--- config.mk ---
export PLATFORM = sky130hd
export DESIGN_NAME = strobed_in_port
export DESIGN_NICKNAME = d
export VERILOG_FILES = /design/src/rtl/strobed_in_port_pkg.sv /design/src/rtl/sip_sync.sv /design/src/rtl/sip_edge.sv /design/src/rtl/sip_hold.sv /design/src/rtl/sip_req.sv /design/src/rtl/strobed_in_port.sv
export SDC_FILE = /design/constraint.sdc
export NUM_CORES = 1
export LEC_CHECK = 0
export ABC_CLOCK_PERIOD_IN_PS = 1600
export BUFFER_PORTS_ARGS = -buffer_cell sky130_fd_sc_hd__buf_2
export CAP_MARGIN = 20
export CORE_AREA = 2 2 53 55
export CTS_BUF_LIST = sky130_fd_sc_hd__clkbuf_2
export DETAILED_ROUTE_END_ITERATION = 12
export DIE_AREA = 0 0 55 57
export GPL_TIMING_DRIVEN = 0
export PLACE_DENSITY = 0.67
export SYNTH_ARGS = -nofsm -noshare
export SYNTH_HDL_FRONTEND = slang
export SYNTH_HIERARCHICAL = 1
export SYNTH_SLANG_ARGS = --single-unit
--- constraint.sdc ---
create_clock -name clk -period 1.6 [get_ports clk]
set_clock_uncertainty 0.1 [all_clocks]
set_input_delay 0.32 -clock clk [delete_from_list [all_inputs] [get_ports clk]]
set_output_delay 0.32 -clock clk [all_outputs]
set_load 0.05 [all_outputs]
--- src/rtl/strobed_in_port_pkg.sv ---
package strobed_in_port_pkg;
  localparam int unsigned SYNC_STAGES = 2;

  // Control inputs gathered for synchronization; bit order fixed by the struct
  typedef struct packed {
    logic clr_n;
    logic sel_q;
    logic sel_a;
    logic stb;
  } ctl_t;

  localparam int unsigned CTL_W = $bits(ctl_t);

  // Idle values while reset is applied: strobe low, selects low, clear released
  localparam ctl_t CTL_IDLE = '{clr_n: 1'b1, sel_q: 1'b0, sel_a: 1'b0, stb: 1'b0};
endpackage

--- src/rtl/sip_sync.sv ---
module sip_sync #(
  parameter int unsigned W      = 4,
  parameter int unsigned STAGES = 2,
  parameter logic [W-1:0] RST_VAL = '0
) (
  input  logic         clk,
  input  logic         rst,
  input  logic [W-1:0] d,
  output logic [W-1:0] q
);
  logic [W-1:0] stg [STAGES];

  always_ff @(posedge clk) begin
    if (rst) begin
      for (int i = 0; i < STAGES; i++) stg[i] <= RST_VAL;
    end else begin
      stg[0] <= d;
      for (int i = 1; i < STAGES; i++) stg[i] <= stg[i-1];
    end
  end

  assign q = stg[STAGES-1];
endmodule

--- src/rtl/sip_edge.sv ---
module sip_edge #(
  parameter int unsigned W = 2
) (
  input  logic         clk,
  input  logic         rst,
  input  logic [W-1:0] lvl,
  output logic [W-1:0] rise,
  output logic [W-1:0] fall
);
  logic [W-1:0] prev_q;

  always_ff @(posedge clk) begin
    if (rst) prev_q <= '0;
    else     prev_q <= lvl;
  end

  genvar g;
  generate
    for (g = 0; g < W; g++) begin : g_bit
      assign rise[g] = lvl[g] & ~prev_q[g];
      assign fall[g] = ~lvl[g] & prev_q[g];
    end
  endgenerate
endmodule

--- src/rtl/sip_hold.sv ---
module sip_hold #(
  parameter int unsigned DW = 8
) (
  input  logic          clk,
  input  logic          rst,
  input  logic          clr,
  input  logic          load,
  input  logic [DW-1:0] d,
  output logic [DW-1:0] q
);
  always_ff @(posedge clk) begin
    if (rst || clr) q <= '0;
    else if (load)  q <= d;
  end
endmodule

--- src/rtl/sip_req.sv ---
module sip_req (
  input  logic clk,
  input  logic rst,
  input  logic clr,
  input  logic stb_fall,
  input  logic sel_now,
  input  logic sel_fall,
  output logic srq_n
);
  logic srq_n_q, pend_q;
  logic srq_n_d, pend_d;

  always_comb begin
    srq_n_d = srq_n_q;
    pend_d  = pend_q;
    if (clr) begin
      srq_n_d = 1'b1;
      pend_d  = 1'b0;
    end else begin
      if (sel_fall) begin
        srq_n_d = ~pend_q;
        pend_d  = 1'b0;
      end
      if (stb_fall) begin
        if (sel_now) pend_d  = 1'b1;
        else         srq_n_d = 1'b0;
      end
    end
  end

  always_ff @(posedge clk) begin
    if (rst) begin
      srq_n_q <= 1'b1;
      pend_q  <= 1'b0;
    end else begin
      srq_n_q <= srq_n_d;
      pend_q  <= pend_d;
    end
  end

  assign srq_n = srq_n_q;
endmodule

--- src/rtl/strobed_in_port.sv ---
module strobed_in_port
  import strobed_in_port_pkg::*;
#(
  parameter int unsigned DW = 8
) (
  input  logic          clk,
  input  logic          rst,
  input  logic          mode_i,
  input  logic [DW-1:0] pdata_i,
  input  logic          strobe_i,
  input  logic          sel_act_i,
  input  logic          sel_qual_i,
  input  logic          clear_n_i,
  output logic [DW-1:0] bus_data_o,
  output logic          bus_oe_o,
  output logic          srq_n_o
);
  localparam int unsigned EDGE_W = 2;

  ctl_t ctl_raw, ctl_s;
  logic stb_s, sel_now, clr_act;
  logic [EDGE_W-1:0] edge_lvl, edge_rise, edge_fall;
  logic stb_fall, sel_fall;
  logic [DW-1:0] hold_q;
  logic [DW-1:0] bus_data_q;
  logic bus_oe_q;

  assign ctl_raw = '{clr_n: clear_n_i, sel_q: sel_qual_i, sel_a: sel_act_i, stb: strobe_i};

  sip_sync #(.W(CTL_W), .STAGES(SYNC_STAGES), .RST_VAL(CTL_IDLE)) u_sync (
    .clk(clk), .rst(rst), .d(ctl_raw), .q(ctl_s)
  );

  assign stb_s   = ctl_s.stb & ~mode_i;
  assign sel_now = ctl_s.sel_a & ctl_s.sel_q & ~mode_i;
  assign clr_act = ~ctl_s.clr_n;

  assign edge_lvl = {sel_now, stb_s};

  sip_edge #(.W(EDGE_W)) u_edge (
    .clk(clk), .rst(rst), .lvl(edge_lvl), .rise(edge_rise), .fall(edge_fall)
  );

  assign stb_fall = edge_fall[0];
  assign sel_fall = edge_fall[1];

  sip_hold #(.DW(DW)) u_hold (
    .clk(clk), .rst(rst), .clr(clr_act), .load(stb_s), .d(pdata_i), .q(hold_q)
  );

  sip_req u_req (
    .clk(clk), .rst(rst), .clr(clr_act), .stb_fall(stb_fall),
    .sel_now(sel_now), .sel_fall(sel_fall), .srq_n(srq_n_o)
  );

  always_ff @(posedge clk) begin
    if (rst) begin
      bus_oe_q   <= 1'b0;
      bus_data_q <= '0;
    end else begin
      bus_oe_q   <= sel_now;
      bus_data_q <= sel_now ? hold_q : '0;
    end
  end

  assign bus_oe_o   = bus_oe_q;
  assign bus_data_o = bus_data_q;

  logic unused_rise;
  assign unused_rise = ^edge_rise;
endmodule

==> Word-level counts from Yosys, hierarchy flattened <==
Memories as Yosys holds them, arrays and structs flattened.
Index checks and enable logic that the tools add are counted.
{ "classes": {"mux": 11, "bitwise": 12, "n_reduce_logical": 3} }
{ "ops": {"columns": ["operator", "count"], "rows": [
  ["$mux 1", 9],
  ["$mux 4", 2],
  ["$and 1x1->1", 5],
  ["$not 1->1", 5],
  ["$reduce_or 2->1", 2],
  ["$or 1x1->1", 2],
  ["$logic_or 1x1->1", 1]
]} }
{ "totals": {"regBits": 21, "ramBits": 8, "inputBits": 15, "output_inout_bits": 10, "memories": 1} }
{ "memory_table": {"columns": ["name", "depth", "width", "read_ports", "rd_ports_with_merged_regs", "wr", "line_no", "rtl"], "rows": [
  ["u_sync.stg", 2, 4, 2, 0, 2, "sip_sync.sv:11", "logic [W-1:0] stg [STAGES];"]
]} }

==> Logic depth before layout (Yosys ltp) <==
{ "logic_depth": {"ltp_word": 7, "mapped_depth": 6, "ltp_nobuf": 5} }

==> Hierarchy <==
Netlist, hierarchy kept.
{ "by_module_without_submodules": {"columns": ["mod", "instances", "cells_each", "area_per_inst_um2"], "rows": [
  ["sip_hold", 1, 27, 295.3],
  ["strobed_in_port", 1, 23, 265.3],
  ["sip_sync", 1, 20, 240.2],
  ["sip_req", 1, 9, 83.8],
  ["sip_edge", 1, 8, 77.6]
]} }

==> Worst setup path after synthesis <==
Ideal clock, no wire load.
{ "synth_timing": {"path_kind": "reg2reg", "startpoint": "memory u_sync.stg[1][1] (netlist: u_sync/stg[0][5])", "endpoint": "register u_req.srq_n_q (netlist: u_req/srq_n)", "setup_time_ps": 122, "t_arrival_ps": 1147, "t_required_ps": 1378, "slack_ps": 231, "path_stages_with_launch": 7, "synth_period_minus_slack_ps": 1369, "cell_sequence": "dfxtp_1 -> buf_4 -> nand2_1 -> nor2_1 -> nor2b_1 -> or2_1 -> a311o_1"} }
{ "synth_lines": {"columns": ["item", "line_no", "rtl"], "rows": [
  ["start, declared", "sip_sync.sv:11", null],
  ["end signal, assigned", "sip_req.sv:36", "srq_n_q <= srq_n_d;"],
  ["end, declared", "sip_req.sv:10", "logic srq_n_q, pend_q;"]
]} }

==> metrics <==
VDD IR max=around 0.63 mV; CTS max path bufs=2; outcome=finished clean; worst skew pair latency=0.34 ns; Max Freq=~700 MHz; clock sinks=29; vias in the first global route=530; power density over the cells=1110 nW/µm²; post-route DRC violation count=0; total CTS buffers=5; met3 usage=slightly below 8%; Reg power frac=roughly 57%; DR iter-0 viols=10; CP max FO=4; switch share=between 20% and 30%; Initial Util=a little over a third; Min Hold Slack=0.0521 ns; clk slew on worst S/H paths=about 0.13 ns; slowest stage cell on the critical path=dfxtp_1; Syn Area/Cell=around 11 µm²; core area=between 2000 and 3000 µm²; first-pass GRT wire length=2190 µm; die width=roughly 55 µm; gate count after technology mapping=85; Comb power frac=under 10%; Hold Path Class=input pin to register; critical-path cell list=buf_4, nand2_1, nor2_1, nor2b_1, or2_1, a311o_1; die area=between 3000 and 4000 µm²; number of buffers added on ports=24; Syn Nets=100; worst-margin pin slew=between 0.2 and 0.25 ns; largest net degree at the start of global routing=15; Net Sw Power=0.000265 W; gp weighted congestion=~0.65; clock period minus worst slack=between 1 and 1.5 ns; hold_buf cts=0; met2 Resource Use GR=14.6%; Final Non-Filler Cells=148; Post-Place Cells=140; GRT Max-Usage Layer=met2; I/O pin total=25; H-tree depth=2; Rows=19; Final Util=approximately 45%; DP Area=~1100 µm²; DIE HEIGHT=approximately 57 µm; cts repair resizes=0; Rel. slew slack=a little over four fifths; DR vias/cell=approximately 4.2; n_diodes=0; setup bufs post-CTS=0; Critical Path RT=roughly 1.7 ns; final hold violations=0; pins over their slew limit=0; hpwl dp=1030 µm; post-route ant nets=0; CP peak stage delay=0.34 ns; Overflow after GRT=0; initial antenna violation count=0; setup violators final=0; Area Overhead vs Synth=23.5%; Internal Power=approximately 0.0010 W; unrepaired setup endpoints after global routing=false; Root Buffer=clkbuf_2; met1 usage=approximately 12%; Max-cap violations=0; average wire per standard cell=~9.5 µm; leak pwr=0.524 nW; via count=619; crit end category=register; Mapped Area=~950 µm²; clock power share=approximately 39%; count of yosys warnings during synthesis=6; critical path type=register to register; TritonRoute pass-1 iters=2; final WL=between 1000 and 1500 µm; GR Util All Layers=between 10% and 20%; CTS tree=built; design area=roughly 1200 µm²; CP startpoint kind=register; Final TNS setup=0 ns; Post-layout nets=around 130; CP arrival=approximately 1.6 ns; fraction of final layout cells sized beyond drive strength 1=33.3%; period utilization=90.6%
## path summary, 6_finish.rpt
path	startpoint	endpoint	slack (ns)	cells past startpoint
worst min register to register	u_sync/stg[0][3]	u_sync/stg[0][7]	0.32	1
worst max-delay path	u_sync/stg[0][5]	u_req/srq_n	0.15	6
worst min-delay path	clear_n_i	u_sync/stg[0][3]	0.05	2
worst max register to register	u_sync/stg[0][5]	u_req/srq_n	0.15	6
## per-stage QoR
stage / setup slack (ns) / total power, W
6_report: 0.150 / 0.00130
5_1_grt: 0.0162 / 0.00136
4_1_cts: 0.137 / 0.00132
3_5_place_dp: 0.135 / 0.000816
3_3_place_gp: 0.139 / 0.000814
2_1_floorplan: 0.257 / 0.000789
## cell usage in the layout (no fill, tap or decap), drive strengths merged, types with 2 or more instances in the layout
cell type  count
or2            4
dfxtp         29
nor2b         11
nand2b         2
nand2          3
and2           8
nor2           9
buf           31
mux2i          8
clkbuf         6
## state kept, by name (all words and copies together), names as in the netlist
name,cells
u_edge/prev_q,2
u_sync/stg,8
u_req/srq_n,1
bus_data_o,8
u_hold/q,8
u_req/pend_q,1
bus_oe_o,1
## layer usage
metal	vias up	wire [µm]	share of wire [%]
li1	330	-	-
met2	26	598	42
met1	260	654	46
met5	-	0	0
met3	3	146	10
met4	0	10	0.71
## power by group through the flow
stage / combinational (W) / sequential, W / clock (W)
2_1_floorplan: 0.0000319 / 0.000757 / 0
3_3_place_gp: 0.0000585 / 0.000755 / 0
3_5_place_dp: 0.0000602 / 0.000756 / 0
4_1_cts: 0.0000603 / 0.000740 / 0.000524
5_1_grt: 0.0000664 / 0.000741 / 0.000551
6_report: 0.0000587 / 0.000740 / 0.000504
## worst max-delay path, delay by kind of cell (launching register included)
kind	cells	cell delay, ns
and+or+nand+nor	4	0.52
DFF	1	0.34
AOI/OAI and AO/OA	1	0.30
buffers and inverters	1	0.10
## cell type report
| class | count | area, µm² |
|---|---|---|
| well taps | 31 | 38.8 |
| inverters | 1 | 3.75 |
| repair buffers | 24 | 120 |
| clock inverters | 2 | 33.8 |
| flip-flops and latches | 29 | 581 |
| plain buffers | 7 | 53.8 |
| fillers | 264 | 1440 |
| clock buffers | 6 | 30.0 |
| multi-input cells | 48 | 312 |
Power figures use the tool's default switching activity.
